**src/rtl/spi_rx_pkg.sv**
```systemverilog
package spi_rx_pkg;
    // synchronized view of the three serial pins
    typedef struct packed {
        logic sck;
        logic csn;
        logic mosi;
    } pins_t;

    localparam pins_t PINS_IDLE = '{sck: 1'b0, csn: 1'b1, mosi: 1'b0};
endpackage

```
**src/rtl/rx_sync_bank.sv**
```systemverilog
module rx_sync_bank #(
    parameter int          W       = 3,
    parameter logic [W-1:0] RST_VAL = '0
) (
    input  logic         clk,
    input  logic         rst,
    input  logic [W-1:0] async_i,
    output logic [W-1:0] sync_o
);
    typedef struct packed {
        logic meta;
        logic sync;
    } stage_t;

    for (genvar i = 0; i < W; i++) begin : g_bit
        stage_t st_d, st_q;

        always_comb begin
            st_d      = st_q;
            st_d.meta = async_i[i];
            st_d.sync = st_q.meta;
        end

        always_ff @(posedge clk) begin
            if (rst) st_q <= '{meta: RST_VAL[i], sync: RST_VAL[i]};
            else     st_q <= st_d;
        end

        assign sync_o[i] = st_q.sync;
    end
endmodule

```
**src/rtl/rx_frame_core.sv**
```systemverilog
module rx_frame_core #(
    parameter int FRAME_W = 32,
    parameter int LED_W   = 6,
    parameter int ID_LSB  = 24,
    parameter int ID_W    = 4,
    parameter int CNT_W   = $clog2(FRAME_W) + 1
) (
    input  logic             clk,
    input  logic             rst,
    input  logic             start_i,
    input  logic             active_i,
    input  logic             shift_en_i,
    input  logic             bit_i,
    output logic [LED_W-1:0] led_field_o,
    output logic [ID_W-1:0]  id_field_o,
    output logic [CNT_W-1:0] count_o
);
    localparam logic [CNT_W-1:0] CNT_MAX = '1;

    typedef struct packed {
        logic [FRAME_W-1:0] shreg;
        logic [CNT_W-1:0]   cnt;
    } core_t;

    core_t c_d, c_q;

    always_comb begin
        c_d = c_q;
        if (start_i) begin
            c_d.shreg = '0;
            c_d.cnt   = '0;
        end else if (shift_en_i && active_i) begin
            c_d.shreg = {c_q.shreg[FRAME_W-2:0], bit_i};
            if (c_q.cnt != CNT_MAX) c_d.cnt = c_q.cnt + 1'b1;
        end
    end

    always_ff @(posedge clk) begin
        if (rst) c_q <= '0;
        else     c_q <= c_d;
    end

    assign led_field_o = c_q.shreg[LED_W-1:0];
    assign id_field_o  = c_q.shreg[ID_LSB+ID_W-1:ID_LSB];
    assign count_o     = c_q.cnt;

    // select fall empties the frame state
    p_clear_on_start_r7: assert property (@(posedge clk) disable iff (rst)
        start_i |=> (c_q.shreg == '0) && (c_q.cnt == '0));

    // counter holds at its ceiling
    p_cnt_saturates_r5: assert property (@(posedge clk) disable iff (rst)
        (c_q.cnt == CNT_MAX) && shift_en_i && active_i && !start_i |=> c_q.cnt == CNT_MAX);

    // clock edges while deselected leave frame state untouched
    p_ignore_deselected_r8: assert property (@(posedge clk) disable iff (rst)
        shift_en_i && !active_i && !start_i |=> $stable(c_q.shreg) && $stable(c_q.cnt));
endmodule

```
**src/rtl/spi_frame_rx.sv**
```systemverilog
module spi_frame_rx #(
    parameter int FRAME_W = 32,
    parameter int LED_W   = 6,
    parameter int ID_LSB  = 24,
    parameter int ID_W    = 4
) (
    input  logic             clk,
    input  logic             rst,
    input  logic             sck_i,
    input  logic             csn_i,
    input  logic             mosi_i,
    output logic [LED_W-1:0] led_o,
    output logic [ID_W-1:0]  chip_id_o,
    output logic             frame_err_o
);
    import spi_rx_pkg::*;

    localparam int               PIN_W   = $bits(pins_t);
    localparam int               CNT_W   = $clog2(FRAME_W) + 1;
    localparam logic [CNT_W-1:0] GOOD_CNT = CNT_W'(FRAME_W);

    pins_t            raw, syn;
    logic [PIN_W-1:0] syn_vec;

    assign raw = '{sck: sck_i, csn: csn_i, mosi: mosi_i};

    rx_sync_bank #(.W(PIN_W), .RST_VAL(PINS_IDLE)) u_sync (
        .clk     (clk),
        .rst     (rst),
        .async_i (raw),
        .sync_o  (syn_vec)
    );
    assign syn = pins_t'(syn_vec);

    typedef struct packed {
        logic             sck_prev;
        logic             cs_prev;
        logic [LED_W-1:0] led;
        logic [ID_W-1:0]  id;
        logic             err;
    } top_t;

    top_t t_d, t_q;
    logic sck_rise, cs_fall, cs_rise;
    logic [LED_W-1:0] led_field;
    logic [ID_W-1:0]  id_field;
    logic [CNT_W-1:0] bit_count;

    assign sck_rise = syn.sck & ~t_q.sck_prev;
    assign cs_fall  = ~syn.csn & t_q.cs_prev;
    assign cs_rise  = syn.csn & ~t_q.cs_prev;

    rx_frame_core #(
        .FRAME_W (FRAME_W),
        .LED_W   (LED_W),
        .ID_LSB  (ID_LSB),
        .ID_W    (ID_W),
        .CNT_W   (CNT_W)
    ) u_core (
        .clk         (clk),
        .rst         (rst),
        .start_i     (cs_fall),
        .active_i    (~syn.csn),
        .shift_en_i  (sck_rise),
        .bit_i       (syn.mosi),
        .led_field_o (led_field),
        .id_field_o  (id_field),
        .count_o     (bit_count)
    );

    always_comb begin
        t_d          = t_q;
        t_d.sck_prev = syn.sck;
        t_d.cs_prev  = syn.csn;
        if (cs_rise) begin
            if (bit_count == GOOD_CNT) begin
                t_d.led = led_field;
                t_d.id  = id_field;
                t_d.err = 1'b0;
            end else begin
                t_d.err = 1'b1;
            end
        end
    end

    always_ff @(posedge clk) begin
        if (rst) t_q <= '{sck_prev: 1'b0, cs_prev: 1'b1, led: '0, id: '1, err: 1'b0};
        else     t_q <= t_d;
    end

    assign led_o       = t_q.led;
    assign chip_id_o   = t_q.id;
    assign frame_err_o = t_q.err;

    // outputs move only right after a detected select rise
    p_hold_between_commits_r3: assert property (@(posedge clk) disable iff (rst)
        !cs_rise |=> $stable(led_o) && $stable(chip_id_o) && $stable(frame_err_o));

    // wrong length raises the flag and keeps the fields
    p_bad_frame_kept_r4: assert property (@(posedge clk) disable iff (rst)
        cs_rise && (bit_count != GOOD_CNT) |=> frame_err_o && $stable(led_o) && $stable(chip_id_o));

    // exact length clears the flag
    p_good_frame_clears_r6: assert property (@(posedge clk) disable iff (rst)
        cs_rise && (bit_count == GOOD_CNT) |=> !frame_err_o);
endmodule

```
**config.mk**
```make
export PLATFORM = sky130hd
export DESIGN_NAME = spi_frame_rx
export DESIGN_NICKNAME = d
export VERILOG_FILES = /design/src/rtl/spi_rx_pkg.sv /design/src/rtl/rx_sync_bank.sv /design/src/rtl/rx_frame_core.sv /design/src/rtl/spi_frame_rx.sv
export SDC_FILE = /design/constraint.sdc
export NUM_CORES = 1
export LEC_CHECK = 0
export BUFFER_PORTS_ARGS = -buffer_cell sky130_fd_sc_hd__buf_2
export CORE_UTILIZATION = 50
export CTS_CLUSTER_SIZE = 24
export DETAILED_ROUTE_END_ITERATION = 16
export HOLD_SLACK_MARGIN = 0.03
export PLACE_DENSITY_LB_ADDON = 0.12
export SLEW_MARGIN = 10
export SYNTH_ARGS = -nofsm -noshare
export SYNTH_HDL_FRONTEND = slang
export SYNTH_SLANG_ARGS = --single-unit
```
**constraint.sdc**
```tcl
create_clock -name clk -period 1.6 [get_ports clk]
set_clock_uncertainty 0.2 [all_clocks]
set_input_delay 0.08 -clock clk [delete_from_list [all_inputs] [get_ports clk]]
set_output_delay 0.08 -clock clk [all_outputs]
set_load 0.01 [all_outputs]
```
==> Flow_metrics.wiki <==
{| class="wikitable"
! Metric !! Value
|-
| Post-detailed-placement half-perimeter wirelength || ~2.2 mm
|-
| Main combinational cell family by area after synthesis || simple AND/OR/NAND/NOR gates
|-
| CP Capture Type || flip-flop
|-
| Number of global-route vias before repair || 1,441
|-
| Total number of H-tree levels || 2
|-
| Maximum VDD drop || 0.000422 V
|-
| Final global-route overflow total || 0
|-
| Antenna diode count || 0
|-
| Highest clock rate || ~630 MHz
|-
| Unrepaired setup endpoints after global routing || true
|-
| Post-Synthesis Net Count || around 230
|-
| Num Clock Sinks || between 50 and 60
|-
| Switching Power || ~470 uW
|-
| Global-route wire length before repair || 5.98 mm
|-
| Worst EP arrival || between 1.5 and 2 ns
|-
| DRC violation count after routing || 0
|-
| Proportion of power drawn by the clock network || about a third
|-
| Sequential-to-total area share from yosys stat || 53.9%
|-
| Status || finished clean
|-
| Design area || about 2300 sq um
|-
| Horizontal die dimension || about 65 um
|-
| Routability congestion estimate from global placement || around 0.72
|-
| Worst Tran Pin Value || 0.455 ns
|-
| Final setup margin || 0.0161 ns
|-
| Unique cell type count in the Yosys netlist || 27
|-
| Total iterations of the first detailed-routing run || 4
|-
| Slew headroom || between 60% and 70%
|-
| Maximum Capacitance Violations || 0
|-
| Final Critical Period || between 1.5 and 2 ns
|-
| Clock tree from TritonCTS || built
|-
| Clock slew at reported path FFs || approximately 0.09 ns
|-
| Count of boundary I/O pins || 16
|-
| Maximum clock path buffer count || 2
|-
| Largest net degree at the start of global routing || 29
|-
| Routed WL || 3.32 mm
|-
| Die height || approximately 65 um
|-
| Antenna violations before repair || 0
|-
| Share of power burned in registers || a little over three fifths
|-
| Switching Fraction || around 22%
|-
| Type of the tightest min-delay check || flip-flop to flip-flop
|-
| Insertion delay of the later-clocked pin in the worst-skew pair || between 0.3 and 0.4 ns
|-
| Master cell of the clock root buffer || clkbuf_8
|-
| Power consumption || approximately 2.1 mW
|-
| # nets final || approximately 250
|-
| Static Leak || 0.822 nW
|-
| Total Die Area || 4190 sq um
|-
| Setup total negative slack || 0 ns
|-
| Power Density || about 900 nW/um^2
|-
| Total number of placement rows || 22
|-
| Internal cell power || 1.67 mW
|-
| Number of flip-flops and latches in the synthesized netlist || 53
|-
| Initial core utilization || a little over half
|-
| Cells after synthesis || about 230
|-
| Critical path required time || between 1.5 and 2 ns
|-
| Iteration-0 DRC Markers || between 100 and 150
|-
| Part of the power in combinational logic || under 10%
|-
| Worst setup timing slack at the placement stage || -0.0216 ns
|-
| Post-synthesis mux area share || roughly 3.6%
|-
| Detailed-route vias per instance || roughly 5.1
|-
| Post-synthesis share of cell area spent on xor and xnor gates || less than 1%
|-
| Global-route usage over all layers || a little under a fifth
|-
| Floorplan core area || approximately 3700 sq um
|-
| Final max-slew violation count || 0
|-
| Average cell area after synthesis || between 8 and 9 sq um
|-
| Final hold violation count || 0
|-
| Share of the clock period used by the worst path after layout || a little over nine tenths
|-
| Number of failing setup endpoints in the final timing report || 0
|-
| Sort of element at the start of the critical path || flip-flop
|-
| Post-synthesis share of cell area spent on and, or, nand and nor gates || a little over a fifth
|-
| Placed instance area || 2090 sq um
|-
| Compound-Gate Fraction of Synth Area || a little over a tenth
|-
| Post-CTS setup repair buffer count || 0
|-
| Cell area after technology mapping || 1970 sq um
|-
| Clock buffers created by TritonCTS || 5
|-
| Remaining antenna violation count || 0
|-
| Number of inserted filler cells in the final layout || 317
|-
| Share of layout cells above drive strength 1 || between 20% and 30%
|-
| Synth Area in Adders || between 1 and 1.5%
|-
| Wire length per cell after detailed routing || roughly 11 um
|-
| Ys Warns || 0
|-
| Synth-to-Final Area Change || 17.3%
|-
| CP max FO || 8
|-
| Buffers on Ports || 15
|-
| Vias after detailed routing || approximately 1.5k
|-
| Kind of critical path || flip-flop to flip-flop
|}
## state kept, by name, summed over array words and instances (netlist names)
name / flops
u_sync.g_bit.st_d: 3
u_core.led_field_o: 6
u_sync.sync_o: 3
chip_id_o: 4
t_q: 2
u_core.id_field_o: 4
u_core.c_q: 18
led_o: 6
frame_err_o: 1
u_core.count_o: 6
## logic make-up after synthesis
kind of cell	count (synthesis)
DFF	53
buffers and inverters	28
adders and majority gates	2
muxes	7
xor gates and xnor gates	2
and+or+nand+nor	96
AOI/OAI and AO/OA	38
## metrics by stage
| step | instances | util (%) | hold slack (ns) |
|---|---|---|---|
| 2_1_floorplan | 226 | - | -0.0162 |
| 3_3_place_gp | 279 | 56.3 | 0.0628 |
| 3_5_place_dp | 279 | 56.3 | 0.0635 |
| 6_report | 294 | 62.1 | 0.221 |
| 5_1_grt | 294 | 62.1 | 0.252 |
| 4_1_cts | 294 | 61.4 | 0.227 |
## routing by layer
layer	routed length, um	GRT usage (%)
met5	0	0
met1	1510	21.5
met4	57	7.50
met2	1630	32.3
met3	124	5.28
## synthesized netlist by cell type, drive strengths merged
| master | n | area (sq um) |
|---|---|---|
| a211o | 4 | 35.0 |
| a21o | 1 | 7.51 |
| a21oi | 30 | 150 |
| and3 | 2 | 12.5 |
| buf | 15 | 109 |
| clkbuf | 9 | 33.8 |
| dfxtp | 53 | 1060 |
| ha | 2 | 25.0 |
| inv | 4 | 15.0 |
| mux2i | 7 | 70.1 |
| nand2 | 59 | 221 |
| nand3 | 1 | 5.00 |
| nor2 | 13 | 48.8 |
| nor2b | 10 | 62.6 |
| nor3 | 3 | 15.0 |
| nor3b | 1 | 12.5 |
| nor4 | 1 | 6.26 |
| nor4b | 1 | 8.76 |
| o211ai | 1 | 7.51 |
| o21ai | 2 | 10.0 |
| or2 | 3 | 18.8 |
| or3 | 1 | 6.26 |
| or3b | 1 | 8.76 |
| xnor2 | 1 | 8.76 |
| xor2 | 1 | 8.76 |
## power groups by stage
stage | combinational (mW) | clock [mW] | sequential (mW)
floorplan | 0.0348 | 0 | 1.36
global placement | 0.0560 | 0 | 1.36
detailed placement | 0.0568 | 0 | 1.36
CTS | 0.0682 | 0.765 | 1.33
global route | 0.0770 | 0.812 | 1.33
finish | 0.0698 | 0.734 | 1.33
## area by class of cell
cell class	count	area [sq um]	share of cell area [%]
timing repair buffer	36	297	12.8
clock buffer	6	72.6	3.14
clock inverter	2	15.0	0.650
sequential	53	1070	46.2
tap	48	60.1	2.60
multi-input combinational	145	783	33.9
inverter	4	15.0	0.650
## cells in the final DEF (no fill, tap or decap)
master         Yosys  final
or3b_1             1      1
and3_4             0      1
nand3_2            0      1
or2_2              3      3
nor3_1             3      3
clkbuf_8           0      5
nor2_1            13     13
buf_6              1      1
dlygate4sd3_1      0      6
xnor2_1            1      1
mux2i_1            7      7
dfxtp_1           53     49
clkinvlp_4         0      2
and3_1             2      1
a211o_1            4      4
ha_1               2      1
inv_2              0      1
buf_2              3     15
nor2b_1           10      8
dfxtp_2            0      4
nor2b_2            0      2
nor4b_2            0      1
a21oi_1           30     29
o21ai_1            0      2
buf_16             0      1
a21o_1             1      1
inv_1              4      3
ha_2               0      1
nand2_1           59     59
buf_12             0      2
or3_1              1      1
buf_4             11     11
xor2_1             1      1
nor3b_4            0      1
o211ai_1           1      1
nor4_1             1      1
a21oi_2            0      1
clkbuf_1           9      1
## critical path: stages (launching register included)
cell and delay, ns:
dfxtp_2 0.33, nor4b_2 0.25, and3_4 0.26, buf_12 0.13, nor2b_1 0.05, a211o_1 0.26
## what timing repair did
item / 4_1_cts / 5_1_grt
cloned: 1 / 0
endpoints found under the hold margin: 16 / 0
hold buffers: 6 / 0
resized for setup: 7 / 10
pin swaps: 0 / 2
setup endpoints to repair: 4 / 16
## path summary, 6_finish.rpt
| kind | depth (start not counted) | from | to | slack (ns) |
|---|---|---|---|---|
| max | 5 | u_core.count_o[2]$_SDFFE_PP0P_ | chip_id_o[1]$_SDFFE_PP1P_ | 0.02 |
| min | 1 | u_sync.g_bit[1].st_d[0]$_SDFF_PP1_ | u_sync.sync_o[1]$_SDFF_PP1_ | 0.22 |
| max reg2reg | 5 | u_core.count_o[2]$_SDFFE_PP0P_ | chip_id_o[1]$_SDFFE_PP1P_ | 0.02 |
| min reg2reg | 1 | u_sync.g_bit[1].st_d[0]$_SDFF_PP1_ | u_sync.sync_o[1]$_SDFF_PP1_ | 0.22 |
Power figures use the tool's default switching activity.
